===== src/rtl/xcopy_pkg.sv =====
package xcopy_pkg;

  typedef enum logic [2:0] {
    OP_NONE    = 3'd0,
    OP_ACT_ROW = 3'd1,
    OP_ACT_SHR = 3'd2,
    OP_PRE_SUB = 3'd3,
    OP_GWL_SRC = 3'd4,
    OP_GWL_DST = 3'd5,
    OP_PRE_BUS = 3'd6
  } cmd_op_e;

  // number of set bits in a mask (masks are zero-extended to 64 bits)
  function automatic int unsigned bit_count(input logic [63:0] v);
    int unsigned n;
    n = 0;
    for (int i = 0; i < 64; i++) n += int'(v[i]);
    return n;
  endfunction

  // a destination set is legal when non-empty, small enough, and excludes the source
  function automatic logic mask_legal(input logic [63:0] mask, input int unsigned src,
                                      input int unsigned max_dst);
    return (mask != 64'd0) && !mask[src[5:0]] && (bit_count(mask) <= max_dst);
  endfunction

  function automatic int unsigned max_of4(input int unsigned a, input int unsigned b,
                                          input int unsigned c, input int unsigned d);
    int unsigned m;
    m = a;
    if (b > m) m = b;
    if (c > m) m = c;
    if (d > m) m = d;
    return m;
  endfunction

endpackage


===== src/rtl/xcopy_hold.sv =====
module xcopy_hold #(
  parameter int NUM_SUB = 8,
  parameter int ROW_W   = 9,
  localparam int SUB_W  = $clog2(NUM_SUB)
) (
  input  logic               clk,
  input  logic               rst_n,
  input  logic               in_valid,
  output logic               in_ready,
  input  logic [SUB_W-1:0]   in_src,
  input  logic [ROW_W-1:0]   in_row,
  input  logic [NUM_SUB-1:0] in_mask,
  input  logic               in_staged,
  input  logic               pop,
  output logic               out_valid,
  output logic [SUB_W-1:0]   out_src,
  output logic [ROW_W-1:0]   out_row,
  output logic [NUM_SUB-1:0] out_mask,
  output logic               out_staged
);

  logic accept;
  assign in_ready = !out_valid;
  assign accept   = in_valid && in_ready;

  always_ff @(posedge clk) begin
    if (!rst_n) begin
      out_valid  <= 1'b0;
      out_src    <= '0;
      out_row    <= '0;
      out_mask   <= '0;
      out_staged <= 1'b0;
    end else if (accept) begin
      out_valid  <= 1'b1;
      out_src    <= in_src;
      out_row    <= in_row;
      out_mask   <= in_mask;
      out_staged <= in_staged;
    end else if (pop) begin
      out_valid  <= 1'b0;
    end
  end


  held_stable_chk: assert property (@(posedge clk) disable iff (!rst_n)
    out_valid && !pop |=> out_valid && $stable(out_src) && $stable(out_mask) && $stable(out_row));

endmodule


===== src/rtl/xcopy_slots.sv =====
module xcopy_slots #(
  parameter int NUM_SUB = 8,
  localparam int SUB_W  = $clog2(NUM_SUB)
) (
  input  logic               clk,
  input  logic               rst_n,
  input  logic               clone_we,
  input  logic [SUB_W-1:0]   clone_sub,
  input  logic               bus_we,
  input  logic [NUM_SUB-1:0] bus_mask,
  output logic [NUM_SUB-1:0] wr_slot
);

  for (genvar i = 0; i < NUM_SUB; i++) begin : g_ptr
    logic flip;
    assign flip = (clone_we && (clone_sub == SUB_W'(i))) || (bus_we && bus_mask[i]);
    always_ff @(posedge clk) begin
      if (!rst_n)    wr_slot[i] <= 1'b0;
      else if (flip) wr_slot[i] <= ~wr_slot[i];
    end
  end


  single_writer_chk: assert property (@(posedge clk) disable iff (!rst_n)
    !(clone_we && bus_we));

endmodule


===== src/rtl/xcopy_engine.sv =====
module xcopy_engine import xcopy_pkg::*; #(
  parameter int NUM_SUB = 8,
  parameter int ROW_W   = 9,
  parameter int MAX_DST = 4,
  parameter int T_RCD   = 11,
  parameter int T_RAS   = 28,
  parameter int T_RP    = 11,
  parameter int T_GAP   = 4,
  localparam int SUB_W  = $clog2(NUM_SUB),
  localparam int T_MAX  = int'(max_of4(T_RCD, T_RAS, T_RP, T_GAP)),
  localparam int CNT_W  = $clog2(T_MAX + 1)
) (
  input  logic               clk,
  input  logic               rst_n,
  input  logic               job_valid,
  input  logic [SUB_W-1:0]   job_src,
  input  logic [ROW_W-1:0]   job_row,
  input  logic [NUM_SUB-1:0] job_mask,
  input  logic               job_staged,
  output logic               pop,
  output logic               err,
  input  logic [NUM_SUB-1:0] wr_slot,
  output logic               clone_we,
  output logic [SUB_W-1:0]   clone_sub,
  output logic               bus_we,
  output logic [NUM_SUB-1:0] bus_mask,
  output logic               cmd_valid,
  output logic [2:0]         cmd_op,
  output logic [SUB_W-1:0]   cmd_sub,
  output logic [ROW_W-1:0]   cmd_row,
  output logic [NUM_SUB-1:0] cmd_mask,
  output logic [NUM_SUB-1:0] cmd_slots,
  output logic               busy,
  output logic [NUM_SUB-1:0] sub_busy,
  output logic               done,
  output logic [NUM_SUB-1:0] done_slots
);

  typedef enum logic [2:0] {
    S_IDLE, S_ACT, S_ACTSH, S_PRE, S_GSRC, S_GDST, S_BPRE, S_FIN
  } st_e;

  localparam logic [CNT_W-1:0] W_RCD = CNT_W'(T_RCD - 1);
  localparam logic [CNT_W-1:0] W_RAS = CNT_W'(T_RAS - 1);
  localparam logic [CNT_W-1:0] W_RP  = CNT_W'(T_RP - 1);
  localparam logic [CNT_W-1:0] W_GAP = CNT_W'(T_GAP - 1);

  st_e                state_q, state_d;
  logic [CNT_W-1:0]   cnt_q, cnt_d;
  logic [SUB_W-1:0]   src_q;
  logic [ROW_W-1:0]   row_q;
  logic [NUM_SUB-1:0] mask_q;
  logic               clone_q;
  logic [NUM_SUB-1:0] done_slots_q;

  logic job_ok, start, fire, src_slot;
  cmd_op_e op_now;

  assign job_ok   = mask_legal(64'(job_mask), int'(job_src), MAX_DST);
  assign pop      = (state_q == S_IDLE) && job_valid;
  assign err      = pop && !job_ok;
  assign start    = pop && job_ok;
  assign fire     = (state_q != S_IDLE) && (cnt_q == '0);
  assign src_slot = wr_slot[src_q];

  // next state and wait count
  always_comb begin
    state_d = state_q;
    cnt_d   = cnt_q;
    if (state_q == S_IDLE) begin
      if (start) begin
        state_d = job_staged ? S_GSRC : S_ACT;
        cnt_d   = '0;
      end
    end else if (cnt_q != '0) begin
      cnt_d = cnt_q - 1'b1;
    end else begin
      unique case (state_q)
        S_ACT:   begin state_d = S_ACTSH; cnt_d = W_RCD; end
        S_ACTSH: begin state_d = S_PRE;   cnt_d = W_RAS; end
        S_PRE:   begin state_d = S_GSRC;  cnt_d = W_RP;  end
        S_GSRC:  begin state_d = S_GDST;  cnt_d = W_GAP; end
        S_GDST:  begin state_d = S_BPRE;  cnt_d = W_RAS; end
        S_BPRE:  begin state_d = S_FIN;   cnt_d = W_RP;  end
        default: begin state_d = S_IDLE;  cnt_d = '0;    end
      endcase
    end
  end

  always_ff @(posedge clk) begin
    if (!rst_n) begin
      state_q      <= S_IDLE;
      cnt_q        <= '0;
      src_q        <= '0;
      row_q        <= '0;
      mask_q       <= '0;
      clone_q      <= 1'b0;
      done_slots_q <= '0;
    end else begin
      state_q <= state_d;
      cnt_q   <= cnt_d;
      if (start) begin
        src_q   <= job_src;
        row_q   <= job_row;
        mask_q  <= job_mask;
        clone_q <= !job_staged;
      end else if (fire && state_q == S_GSRC) begin
        clone_q <= 1'b0;
      end
      if (bus_we) done_slots_q <= wr_slot & mask_q;
    end
  end

  // command decode
  always_comb begin
    op_now    = OP_NONE;
    cmd_row   = '0;
    cmd_mask  = '0;
    cmd_slots = '0;
    unique case (state_q)
      S_ACT:   begin op_now = OP_ACT_ROW; cmd_row = row_q; end
      S_ACTSH: begin op_now = OP_ACT_SHR; cmd_row = {{(ROW_W-1){1'b0}}, src_slot}; end
      S_PRE:   op_now = OP_PRE_SUB;
      S_GSRC:  begin op_now = OP_GWL_SRC; cmd_row = {{(ROW_W-1){1'b0}}, ~src_slot}; end
      S_GDST:  begin op_now = OP_GWL_DST; cmd_mask = mask_q; cmd_slots = wr_slot & mask_q; end
      S_BPRE:  op_now = OP_PRE_BUS;
      default: op_now = OP_NONE;
    endcase
    if (!fire) begin
      op_now    = OP_NONE;
      cmd_row   = '0;
      cmd_mask  = '0;
      cmd_slots = '0;
    end
  end

  assign cmd_valid  = op_now != OP_NONE;
  assign cmd_op     = op_now;
  assign cmd_sub    = cmd_valid ? src_q : '0;
  assign clone_we   = fire && (state_q == S_ACTSH);
  assign clone_sub  = src_q;
  assign bus_we     = fire && (state_q == S_GDST);
  assign bus_mask   = mask_q;
  assign busy       = state_q != S_IDLE;
  assign done       = fire && (state_q == S_FIN);
  assign done_slots = done ? done_slots_q : '0;
  assign sub_busy   = (clone_q && !(fire && state_q == S_GSRC)) ?
                      (NUM_SUB'(1) << src_q) : '0;


  dst_count_chk: assert property (@(posedge clk) disable iff (!rst_n)
    cmd_valid && cmd_op == OP_GWL_DST |->
      $countones(cmd_mask) <= MAX_DST && cmd_mask != '0 && !cmd_mask[cmd_sub]);


  bus_leaves_sa_chk: assert property (@(posedge clk) disable iff (!rst_n)
    cmd_valid && (cmd_op inside {OP_GWL_SRC, OP_GWL_DST, OP_PRE_BUS}) |-> sub_busy == '0);


  one_busy_sub_chk: assert property (@(posedge clk) disable iff (!rst_n)
    $onehot0(sub_busy));


  reject_quiet_chk: assert property (@(posedge clk) disable iff (!rst_n)
    err |=> !cmd_valid && !busy);


  done_scope_chk: assert property (@(posedge clk) disable iff (!rst_n)
    done |-> (done_slots & ~mask_q) == '0 && !cmd_valid);

endmodule


===== src/rtl/xsub_copy_seq.sv =====
module xsub_copy_seq #(
  parameter int NUM_SUB = 8,
  parameter int ROW_W   = 9,
  parameter int MAX_DST = 4,
  parameter int T_RCD   = 11,
  parameter int T_RAS   = 28,
  parameter int T_RP    = 11,
  parameter int T_GAP   = 4,
  localparam int SUB_W  = $clog2(NUM_SUB)
) (
  input  logic               clk,
  input  logic               rst_n,
  input  logic               req_valid,
  output logic               req_ready,
  input  logic [SUB_W-1:0]   req_src,
  input  logic [ROW_W-1:0]   req_row,
  input  logic [NUM_SUB-1:0] req_mask,
  input  logic               req_staged,
  output logic               cmd_valid,
  output logic [2:0]         cmd_op,
  output logic [SUB_W-1:0]   cmd_sub,
  output logic [ROW_W-1:0]   cmd_row,
  output logic [NUM_SUB-1:0] cmd_mask,
  output logic [NUM_SUB-1:0] cmd_slots,
  output logic               busy,
  output logic [NUM_SUB-1:0] sub_busy,
  output logic               done,
  output logic [NUM_SUB-1:0] done_slots,
  output logic               err
);

  logic               h_valid, h_staged, pop;
  logic [SUB_W-1:0]   h_src;
  logic [ROW_W-1:0]   h_row;
  logic [NUM_SUB-1:0] h_mask;
  logic               clone_we, bus_we;
  logic [SUB_W-1:0]   clone_sub;
  logic [NUM_SUB-1:0] bus_mask, wr_slot;

  xcopy_hold #(.NUM_SUB(NUM_SUB), .ROW_W(ROW_W)) u_hold (
    .clk(clk), .rst_n(rst_n),
    .in_valid(req_valid), .in_ready(req_ready),
    .in_src(req_src), .in_row(req_row), .in_mask(req_mask), .in_staged(req_staged),
    .pop(pop),
    .out_valid(h_valid), .out_src(h_src), .out_row(h_row),
    .out_mask(h_mask), .out_staged(h_staged)
  );

  xcopy_slots #(.NUM_SUB(NUM_SUB)) u_slots (
    .clk(clk), .rst_n(rst_n),
    .clone_we(clone_we), .clone_sub(clone_sub),
    .bus_we(bus_we), .bus_mask(bus_mask),
    .wr_slot(wr_slot)
  );

  xcopy_engine #(
    .NUM_SUB(NUM_SUB), .ROW_W(ROW_W), .MAX_DST(MAX_DST),
    .T_RCD(T_RCD), .T_RAS(T_RAS), .T_RP(T_RP), .T_GAP(T_GAP)
  ) u_eng (
    .clk(clk), .rst_n(rst_n),
    .job_valid(h_valid), .job_src(h_src), .job_row(h_row),
    .job_mask(h_mask), .job_staged(h_staged),
    .pop(pop), .err(err),
    .wr_slot(wr_slot),
    .clone_we(clone_we), .clone_sub(clone_sub),
    .bus_we(bus_we), .bus_mask(bus_mask),
    .cmd_valid(cmd_valid), .cmd_op(cmd_op), .cmd_sub(cmd_sub), .cmd_row(cmd_row),
    .cmd_mask(cmd_mask), .cmd_slots(cmd_slots),
    .busy(busy), .sub_busy(sub_busy),
    .done(done), .done_slots(done_slots)
  );

endmodule


===== config.mk =====
export PLATFORM = sky130hd
export DESIGN_NAME = xsub_copy_seq
export DESIGN_NICKNAME = d
export VERILOG_FILES = /design/src/rtl/xcopy_pkg.sv /design/src/rtl/xcopy_hold.sv /design/src/rtl/xcopy_slots.sv /design/src/rtl/xcopy_engine.sv /design/src/rtl/xsub_copy_seq.sv
export SDC_FILE = /design/constraint.sdc
export NUM_CORES = 1
export LEC_CHECK = 0
export ABC_AREA = 1
export CAP_MARGIN = 20
export CORE_ASPECT_RATIO = 1.1
export CORE_MARGIN = 3
export CORE_UTILIZATION = 45
export DETAILED_ROUTE_END_ITERATION = 10
export DONT_BUFFER_PORTS = 1
export HOLD_SLACK_MARGIN = 0.12
export PLACE_DENSITY_LB_ADDON = 0.2
export SLEW_MARGIN = 20
export SYNTH_ARGS = -nofsm -noshare
export SYNTH_HDL_FRONTEND = slang
export SYNTH_SLANG_ARGS = --single-unit

===== constraint.sdc =====
create_clock -name clk -period 3.7 [get_ports clk]
set_clock_uncertainty 0.2 [all_clocks]
set_input_delay 0.74 -clock clk [delete_from_list [all_inputs] [get_ports clk]]
set_output_delay 0.74 -clock clk [all_outputs]
set_load 0.01 [all_outputs]

Word-level counts from Yosys, hierarchy flattened
Index checks and enable logic that the tools add are counted.
Widths: inputs -> output; s select.
{"block": "totals", "rom_bits": 0, "ff_bits": 67, "out_inout_bits": 52, "input_bits": 24, "wordCells": 139, "mem_count": 0, "mem_bits_rw": 0, "latchBits": 0}
{"block": "classes", "multipliers": 0, "bitwise": 10, "n_addsub": 8, "eq_ne": 16, "div": 0, "reduce_logical": 53, "muxes": 28, "n_shift": 1, "order_cmp": 3}
{"cell": "$add 32x1->32", "count": 6}
{"cell": "$mux 8", "count": 6}
{"cell": "$pmux 3 s6", "count": 2}
{"cell": "$le 32x3->1 const B", "count": 1}
{"cell": "$logic_and 1x1->1", "count": 28}
{"cell": "$pmux 9 s3", "count": 1}
{"cell": "$eq 3x3->1 const B", "count": 8}
{"cell": "$mux 3", "count": 6}
{"cell": "$mux 5", "count": 3}
{"cell": "$pmux 5 s3", "count": 1}
{"cell": "$eq 3x2->1 const B", "count": 4}
{"cell": "$mux 9", "count": 1}
{"cell": "$not 1->1", "count": 9}
{"cell": "$and 8x8->8", "count": 1}
{"cell": "$logic_or 1x1->1", "count": 8}
{"cell": "$reduce_bool 8->1", "count": 1}
{"cell": "$shl 1x3->8 const A", "count": 1}
{"cell": "$lt 3x7->1 const B", "count": 1}
{"cell": "$bmux 1 s3", "count": 2}
{"cell": "$eq 3x1->1 const B", "count": 2}
{"cell": "$logic_not 3->1", "count": 2}
{"cell": "$mux 1", "count": 6}
{"cell": "$reduce_bool 3->1", "count": 2}
{"cell": "$logic_not 1->1", "count": 5}
{"cell": "10 further kinds", "count": 12}

Depth between registers and ports, before layout
Gate-level depths: netlist of run 1.
{"block": "depth", "depth_word": 12, "depth_mapped": 17, "mapped_depth_nobuf": 17}

Hierarchy
A second synthesis of run 1 with hierarchy kept.
{"block": "unflattened", "cells_unflattened": 599, "area_unflattened_um2": 3858.7}
{"mod": "xcopy_engine", "seq_area_each_um2": 740.7, "n_inst": 1, "cells_each": 380, "area_each_um2": 2448.6}
{"mod": "xcopy_hold", "seq_area_each_um2": 440.4, "n_inst": 1, "cells_each": 142, "area_each_um2": 935.9}
{"mod": "xcopy_slots", "seq_area_each_um2": 160.2, "n_inst": 1, "cells_each": 77, "area_each_um2": 474.2}

Worst setup path before layout of run 1
Ideal clock, no wire load.
{"block": "synth_path", "path_type": "register to output", "start": "register u_hold.out_mask[0]", "end": "output port err", "arrival_ns": 2.966, "stages_incl_launch_ff": 15, "required_ns": 2.760, "path_buffers": 0, "path_slack_ns": -0.206, "cell_sequence": "dfxtp_1 -> inv_1 -> ha_1 -> inv_1 -> fa_1 -> fa_1 -> inv_1 -> fa_1 -> fa_1 -> xnor2_1 -> nor2_1 -> nor2_1 -> nand3_1 -> nand2_1 -> inv_1"}
{"block": "synth_between", "elab_chain_cells": 11, "elab_cells_between_ends": 16, "classes_between": "add/sub (7); order compare (1); mux (2); reduce/logical (6)"}
{"item": "from (decl)", "line": "xcopy_hold.sv:18", "source": "output logic [NUM_SUB-1:0] out_mask,"}
{"item": "from (signal assigned)", "line": "xcopy_hold.sv:37", "source": "out_mask <= in_mask;"}
{"item": "$add 1x1->2", "line": "xcopy_pkg.sv:17", "source": "for (int i = 0; i < 64; i++) n += int'(v[i]);"}
{"item": "$add 32x1->32 (6 in a row)", "line": "xcopy_pkg.sv:17"}
{"item": "$le 32x3->1", "line": "xcopy_pkg.sv:24", "source": "return (mask != 64'd0) && !mask[src[5:0]] && (bit_count(mask) <= max_dst);"}
{"item": "$logic_and 1x1->1 *", "line": "xcopy_pkg.sv:24"}
{"item": "$logic_not 1->1 *", "line": "xcopy_engine.sv:61", "source": "assign err = pop && !job_ok;"}
{"item": "$logic_and 1x1->1 *", "line": "xcopy_engine.sv:61"}
{"item": "to (decl)", "line": "xsub_copy_seq.sv:29", "source": "output logic err"}
Every way passes the cells marked *; elsewhere a longest branch is shown, timed or not. The select of a mux whose other input is x is not followed.

Worst setup path in the final report of run 1
Same ends and word-level chain as after synthesis.

==> results of run 1 <==
[flip-flops by register name, indices dropped and copies added, names as in the netlist, 5 cells and up]
| register | count |
|---|---|
| u_eng.row_q | 9 |
| u_hold.out_row | 9 |
| u_eng.bus_mask | 8 |
| u_eng.done_slots_q | 8 |
| u_hold.out_mask | 8 |
| u_slots.wr_slot | 8 |
| u_eng.cnt_q | 5 |
[cells by family (layout without fill, tap and decap cells)]
logic type      count (synthesis)  count (layout)  share of synthesized area
fa+ha+maj                       9               9                    0.04243
compound gates                104             104                     0.1664
xor+xnor                        2               2                   0.005211
flops                          67              67                     0.3990
buf+inv                        83             103                    0.09899
simple gates                  230             230                     0.2881
[layout make-up]
class,count,area [um^2]
Sequential cell,67,1344
Clock inverter,7,51.30
Multi-Input combinational cell,345,1888
Inverter,65,246.5
Fill cell,717,3147
Timing Repair Buffer,22,220.2
Tap cell,85,106.4
Clock buffer,9,123.9
[how the worst max path moves through the flow]
stage	depth (start not counted)	slack [ns]	end	startpoint
6_report	14	-0.55	err	u_hold.out_mask[0]
5_1_grt	14	-0.66	err	u_hold.out_mask[0]
4_1_cts	14	-0.53	err	u_hold.out_mask[0]
3_5_place_dp	14	-0.20	err	u_hold.out_mask[0]
3_3_place_gp	14	-0.16	err	u_hold.out_mask[0]
2_1_floorplan	14	-0.12	err	u_hold.out_mask[0]
[routing by layer]
layer	part of all wire	wire [um]	up-vias	global-route usage
li1	-	-	1601	-
met1	0.45	3691	1385	0.2556
met2	0.47	3862	87	0.2925
met3	0.071	585	11	0.04344
met4	0.017	140	0	0.08140
met5	0	0	-	0
[critical path, delay by kind of cell (launching register included)]
| family | cells | cell delay, ns |
|---|---|---|
| AND/OR/NAND/NOR | 4 | 0.35 |
| XOR/XNOR | 1 | 0.17 |
| buffers and inverters | 4 | 0.18 |
| flip-flops | 1 | 0.34 |
| adder cells (fa/ha/maj) | 5 | 1.91 |
[cell usage in the layout (no fill, tap or decap), types with 11 or more instances in the layout]
| master | instances |
|---|---|
| a21oi_1 | 39 |
| a21oi_2 | 16 |
| buf_4 | 12 |
| dfxtp_1 | 65 |
| inv_1 | 55 |
| nand2_1 | 99 |
| nand2_2 | 11 |
| nand2_4 | 11 |
| nand3_1 | 18 |
| nor2_1 | 72 |
| o21ai_0 | 32 |
[metrics by stage]
step,setup TNS [ns],util
after floorplan,-0.1201,-
after global placement,-0.1737,0.4896
after detailed placement,-1.732,0.4896
after CTS,-1.604,0.5188
after global routing,-4.978,0.5585
final,-1.452,0.5585
[power groups by stage]
stage / registers [W] / clock network [W] / logic (W)
final: 0.000864 / 0.000559 / 0.000819
after detailed placement: 0.000875 / 0 / 0.000699
after floorplan: 0.000857 / 0 / 0.000559
after global placement: 0.000873 / 0 / 0.000687
after global routing: 0.000876 / 0.000597 / 0.000925
after CTS: 0.000859 / 0.000569 / 0.000721
[Yosys cell counts, types with 2 or more instances]
master,instances,share of area
o22ai_1,6,0.011
a211oi_1,2,0.0045
o21ai_0,33,0.049
nor2_4,2,0.0067
o22ai_2,3,0.011
o21ai_1,3,0.0045
inv_2,3,0.0033
dfxtp_1,67,0.40
nor2_2,6,0.011
fa_1,4,0.024
ha_1,5,0.019
nand3_1,19,0.028
a21oi_1,55,0.082
buf_4,2,0.0045
nor3b_1,3,0.0067
nand2_2,3,0.0056
nor2_1,73,0.082
nor3_1,2,0.0030
nand2_1,117,0.13
buf_2,4,0.0060
nand3b_1,2,0.0045
inv_1,61,0.068
clkbuf_1,10,0.011
[repair_timing]
action / CTS / global route
cloned: 0 / 4
resized for setup: 10 / 62
pin swaps: 0 / 18
buffers inserted: 0 / 3
endpoints found under the setup margin: 29 / 30
==> impl_metrics.env, run 1 <==
export IMPL_outcome="finished with violations"
export IMPL_min_from="u_hold.out_row[8]"
export IMPL_gr_total_overflow=0
export IMPL_max_stage_delay_ns=0.51
export IMPL_arrival_ns=3.31
export IMPL_start_util=0.4717
export IMPL_drt_wl_total_um=8280
export IMPL_cp_required_ns=2.76
export IMPL_grt_pass1_vias=2837
export IMPL_firstDrtPassIters=4
export IMPL_dr_total_vias=3084
export IMPL_drc=0
export IMPL_dp_cells=576
export IMPL_clock_sinks=67
export IMPL_intPower_w=0.001330
export IMPL_fin_crit_sh=1.149
export IMPL_nets=543
export IMPL_clk_latency_ns=0.35
export IMPL_path_clk_slew_ns=0.08
export IMPL_antenna_found_initial=0
export IMPL_yosys_warnings=0
export IMPL_async_flop_share=0
export IMPL_peakVddDrop_v=0.0003181
export IMPL_design_area_mm2=0.003980
export IMPL_cts_buffer_depth=2
export IMPL_num_rows=32
export IMPL_io_buffer_count=0
export IMPL_hold_worst_slack_ns=0.2621
export IMPL_vias_per_cell=5.140
export IMPL_drv_cap=0
export IMPL_root_buffer="clkbuf_8"
export IMPL_synth_edf_count=0
export IMPL_combPwrFrac=0.365
export IMPL_hold_viol_final=0
export IMPL_pwr_share_seq=0.385
export IMPL_worstSetupEndpointType="primary output"
export IMPL_postLayoutSetupSlackWorst_ns=-0.5506
export IMPL_worstMarginPinSlew_ns=0.7116
export IMPL_switchingPower_w=0.0009132
export IMPL_ys_ff_latch=67
export IMPL_cp_cell_sequence="inv_2 > ha_4 > inv_2 > fa_1 > fa_1 > inv_2 > fa_2 > fa_2 > xnor2_2 > nor2_1 > nor2_1 > nand3_1 > nand2_1 > inv_2"
export IMPL_htreeDepth=3
export IMPL_reg2reg_to="u_eng.row_q[1]"
export IMPL_first_iter_violations=147
export IMPL_syn_to_final_growth_pct=18.38
export IMPL_p_leak_nw=1.646
export IMPL_fin_cells=600
export IMPL_syn_inst=495
export IMPL_place_area_mm2=0.003490
export IMPL_dpl_worst_slack_ns=-0.1962
export IMPL_gp_congestion=0.8157
export IMPL_critical_path_class="flip-flop to primary output"
export IMPL_numCtsBuffers=9
export IMPL_synth_ff_type="dfxtp_1"
export IMPL_violations="negative setup slack"
export IMPL_die_y_um=96.66
export IMPL_die_area_mm2=0.008545
export IMPL_wl_per_cell_um=13.80
export IMPL_p_clk_frac=0.249
export IMPL_r2r_start="u_hold.out_mask[0]"
export IMPL_pin_count=76
export IMPL_synth_cell_types=33
export IMPL_coreArea_mm2=0.007127
export IMPL_fp_dieW_um=88.41
export IMPL_max_slew_margin=0.5244
export IMPL_rsz0062_at_grt="yes"
export IMPL_finalPower_w=0.002243
export IMPL_rrSetupSlack_ns=-0.06
export IMPL_setup_violations=25
export IMPL_avgSynthCellArea_um2=6.792
export IMPL_diodes=0
export IMPL_pwr_density_cell_mw_per_mm2=563.5
export IMPL_crit_top_cell="inv_2"
export IMPL_critPathMaxFanout=2
export IMPL_hp_class="flip-flop to flip-flop"
export IMPL_dp_hpwl_um=5774
export IMPL_cts_tree="done"
export IMPL_max_freq_mhz=235.3
export IMPL_start_kind="flip-flop"
export IMPL_final_antenna_net_count=0
export IMPL_finalMaxSlewViolations=0
export IMPL_holdPathStages=2
export IMPL_holdPathEnd="u_eng.row_q[8]"
export IMPL_p_sw_frac=0.4072
export IMPL_grt_pass1_wl_um=13050
export IMPL_syn_nets=528
export IMPL_ctsHoldBuffers=0
export IMPL_fin_crit_ns=4.251
export IMPL_slowest_stage="fa_1"
export IMPL_worst_r2r_path_depth=17
export IMPL_synth_seq_area_share=0.3990
export IMPL_netlist_area_mm2=0.003362
export IMPL_drive_gt1_frac=0.2078
export IMPL_grt_max_degree=36
export IMPL_grtUsageTotal=0.1911
No activity file was read; power rests on OpenSTA's default activity.
==> run 2: changes to the inputs <==
- CTS_CLUSTER_SIZE: default -> 30
- SKIP_LAST_GASP: default -> 1
==> run 2 against run 1 <==
Against the previous run: the flow still finishes with violations (negative setup slack); combinational power about the same; maximum frequency is 0.40% higher; sequential power barely moved; clock power about the same; hold slack barely moved; clock-buffer cell count did not move; routed wire length rose by 0.37%; critical path depth is the same; sequential share of layout area stayed put.
==> impl_metrics.env, run 2 (same netlist as run 1, synthesis figures left out) <==
export IMPL_crit_top_cell="inv_2"
export IMPL_dp_cells=576
export IMPL_largestRegisters="u_eng.row_q (9), u_hold.out_row (9)"
export IMPL_start_util=0.4717
export IMPL_dr_total_vias=3103
export IMPL_drv_cap=0
export IMPL_clock_sinks=67
export IMPL_root_buffer="clkbuf_8"
export IMPL_numCtsBuffers=9
export IMPL_drive_gt1_frac=0.2078
export IMPL_drt_wl_total_um=8311
export IMPL_path_clk_slew_ns=0.08
export IMPL_utilization=0.5585
export IMPL_gp_congestion=0.8157
export IMPL_vias_per_cell=5.172
export IMPL_postLayoutSetupSlackWorst_ns=-0.5338
export IMPL_crit_start="u_hold.out_mask[1]"
export IMPL_multiInputGateArea_mm2=0.001888
export IMPL_hold_viol_final=0
export IMPL_critical_path_class="flip-flop to primary output"
export IMPL_max_freq_mhz=236.2
export IMPL_cp_top_family="adder cells"
export IMPL_die_area_mm2=0.008545
export IMPL_pwr_density_cell_mw_per_mm2=562.9
export IMPL_cts_tree="done"
export IMPL_fp_dieW_um=88.41
export IMPL_ctsHoldBuffers=0
export IMPL_first_iter_violations=113
export IMPL_die_y_um=96.66
export IMPL_grt_max_degree=36
export IMPL_start_kind="flip-flop"
export IMPL_final_antenna_net_count=0
export IMPL_wl_per_cell_um=13.85
export IMPL_fillers=718
export IMPL_hold_worst_slack_ns=0.2625
export IMPL_grt_pass1_vias=2810
export IMPL_final_common_cell="nand2_1"
export IMPL_clk_latency_ns=0.35
export IMPL_hp_class="flip-flop to flip-flop"
export IMPL_firstDrtPassIters=7
export IMPL_fin_crit_sh=1.144
export IMPL_outcome="finished with violations"
export IMPL_peakVddDrop_v=0.0003180
export IMPL_worstMarginPinSlew_ns=0.7079
export IMPL_p_leak_nw=1.646
export IMPL_cp_num_buf_inv=4
export IMPL_coreArea_mm2=0.007127
export IMPL_critPathMaxFanout=2
export IMPL_violations="negative setup slack"
export IMPL_finalMaxSlewViolations=0
export IMPL_cp_cell_sequence="inv_2 > ha_4 > inv_2 > fa_1 > fa_1 > inv_2 > fa_2 > fa_2 > nor2_2 > nor2_1 > nor2_1 > nand3_1 > nand2_1 > inv_2"
export IMPL_pin_count=76
export IMPL_fin_cells=600
export IMPL_holdPathStages=2
export IMPL_cp_depth=14
export IMPL_num_rows=32
export IMPL_min_from="u_hold.out_row[8]"
export IMPL_cts_buffer_depth=2
export IMPL_grt_pass1_wl_um=12940
export IMPL_max_stage_delay_ns=0.53
export IMPL_diodes=0
export IMPL_worst_r2r_path_depth=17
export IMPL_r2r_start="u_hold.out_mask[1]"
export IMPL_rsz0062_at_grt="yes"
export IMPL_htreeDepth=3
export IMPL_layout_cells_most_common_list="99 x nand2_1, 72 x nor2_1, 65 x dfxtp_1, 55 x inv_1, 39 x a21oi_1"
export IMPL_slowest_stage="fa_2"
export IMPL_syn_to_final_growth_pct=18.38
export IMPL_nets=543
export IMPL_rrSetupSlack_ns=-0.04
export IMPL_drc=0
export IMPL_gr_total_overflow=0
export IMPL_fin_setup_tns_ns=-0.9961
export IMPL_worstSetupEndpointType="primary output"
export IMPL_arrival_ns=3.29
export IMPL_seqCellArea_mm2=0.001344
export IMPL_setup_violations=21
export IMPL_cp_required_ns=2.76
export IMPL_antenna_found_initial=0
export IMPL_fin_crit_ns=4.234
export IMPL_grtUsageTotal=0.1895
export IMPL_dp_hpwl_um=5774
export IMPL_io_buffer_count=0
export IMPL_max_slew_margin=0.5269
run 2: cell counts in the layout (fill, tap and decap cells not counted):
No cell type changed its count.
run 2: worst min-delay path: stages, from the launching register on:
cell	delay, ns
dfxtp_1	0.32
nand2_1	0.06
a21oi_1	0.05
run 2: power breakdown:
part	internal [W]	switching, W	leakage (nW)
registers	0.000795	0.0000697	0.547
logic	0.000289	0.000528	1.01
clock network	0.000246	0.000313	0.0860
total	0.00133	0.000911	1.65
run 2: per-stage QoR:
stage	setup slack (ns)	area (um^2)	power, W
after CTS	-0.5669	3684	0.002145
after global routing	-0.6630	3980	0.002398
after detailed placement	-0.1962	3490	0.001574
after floorplan	-0.1201	3367	0.001415
after global placement	-0.1560	3490	0.001560
final	-0.5338	3980	0.002241
run 2: path summary, 6_finish.rpt:
kind | to
worst min register to register | u_eng.row_q[8]
worst min-delay path | u_eng.row_q[8]
worst max-delay path | err
worst max register to register | u_eng.row_q[1]
run 2: routing by layer:
metal,GRT usage,up-vias,part of all wire
met5,0,-,0
met4,0.08140,0,0.017
met3,0.04344,13,0.064
met2,0.2884,98,0.47
met1,0.2545,1391,0.45
li1,-,1601,-
run 2: area by class of cell:
class | instances | share of cell area
Tap cell | 85 | 0.02672
Timing Repair Buffer | 22 | 0.05533
Inverter | 65 | 0.06193
Sequential cell | 67 | 0.3376
Clock buffer | 9 | 0.03112
Multi-Input combinational cell | 345 | 0.4744
Clock inverter | 7 | 0.01289
run 2: what timing repair did:
action | 4_1_cts | 5_1_grt
pin swaps | 0 | 16
gates cloned | 0 | 4
buffers inserted | 0 | 3
gates resized for setup | 5 | 67
endpoints found under the hold margin | 0 | 0
endpoints found under the setup margin | 29 | 30
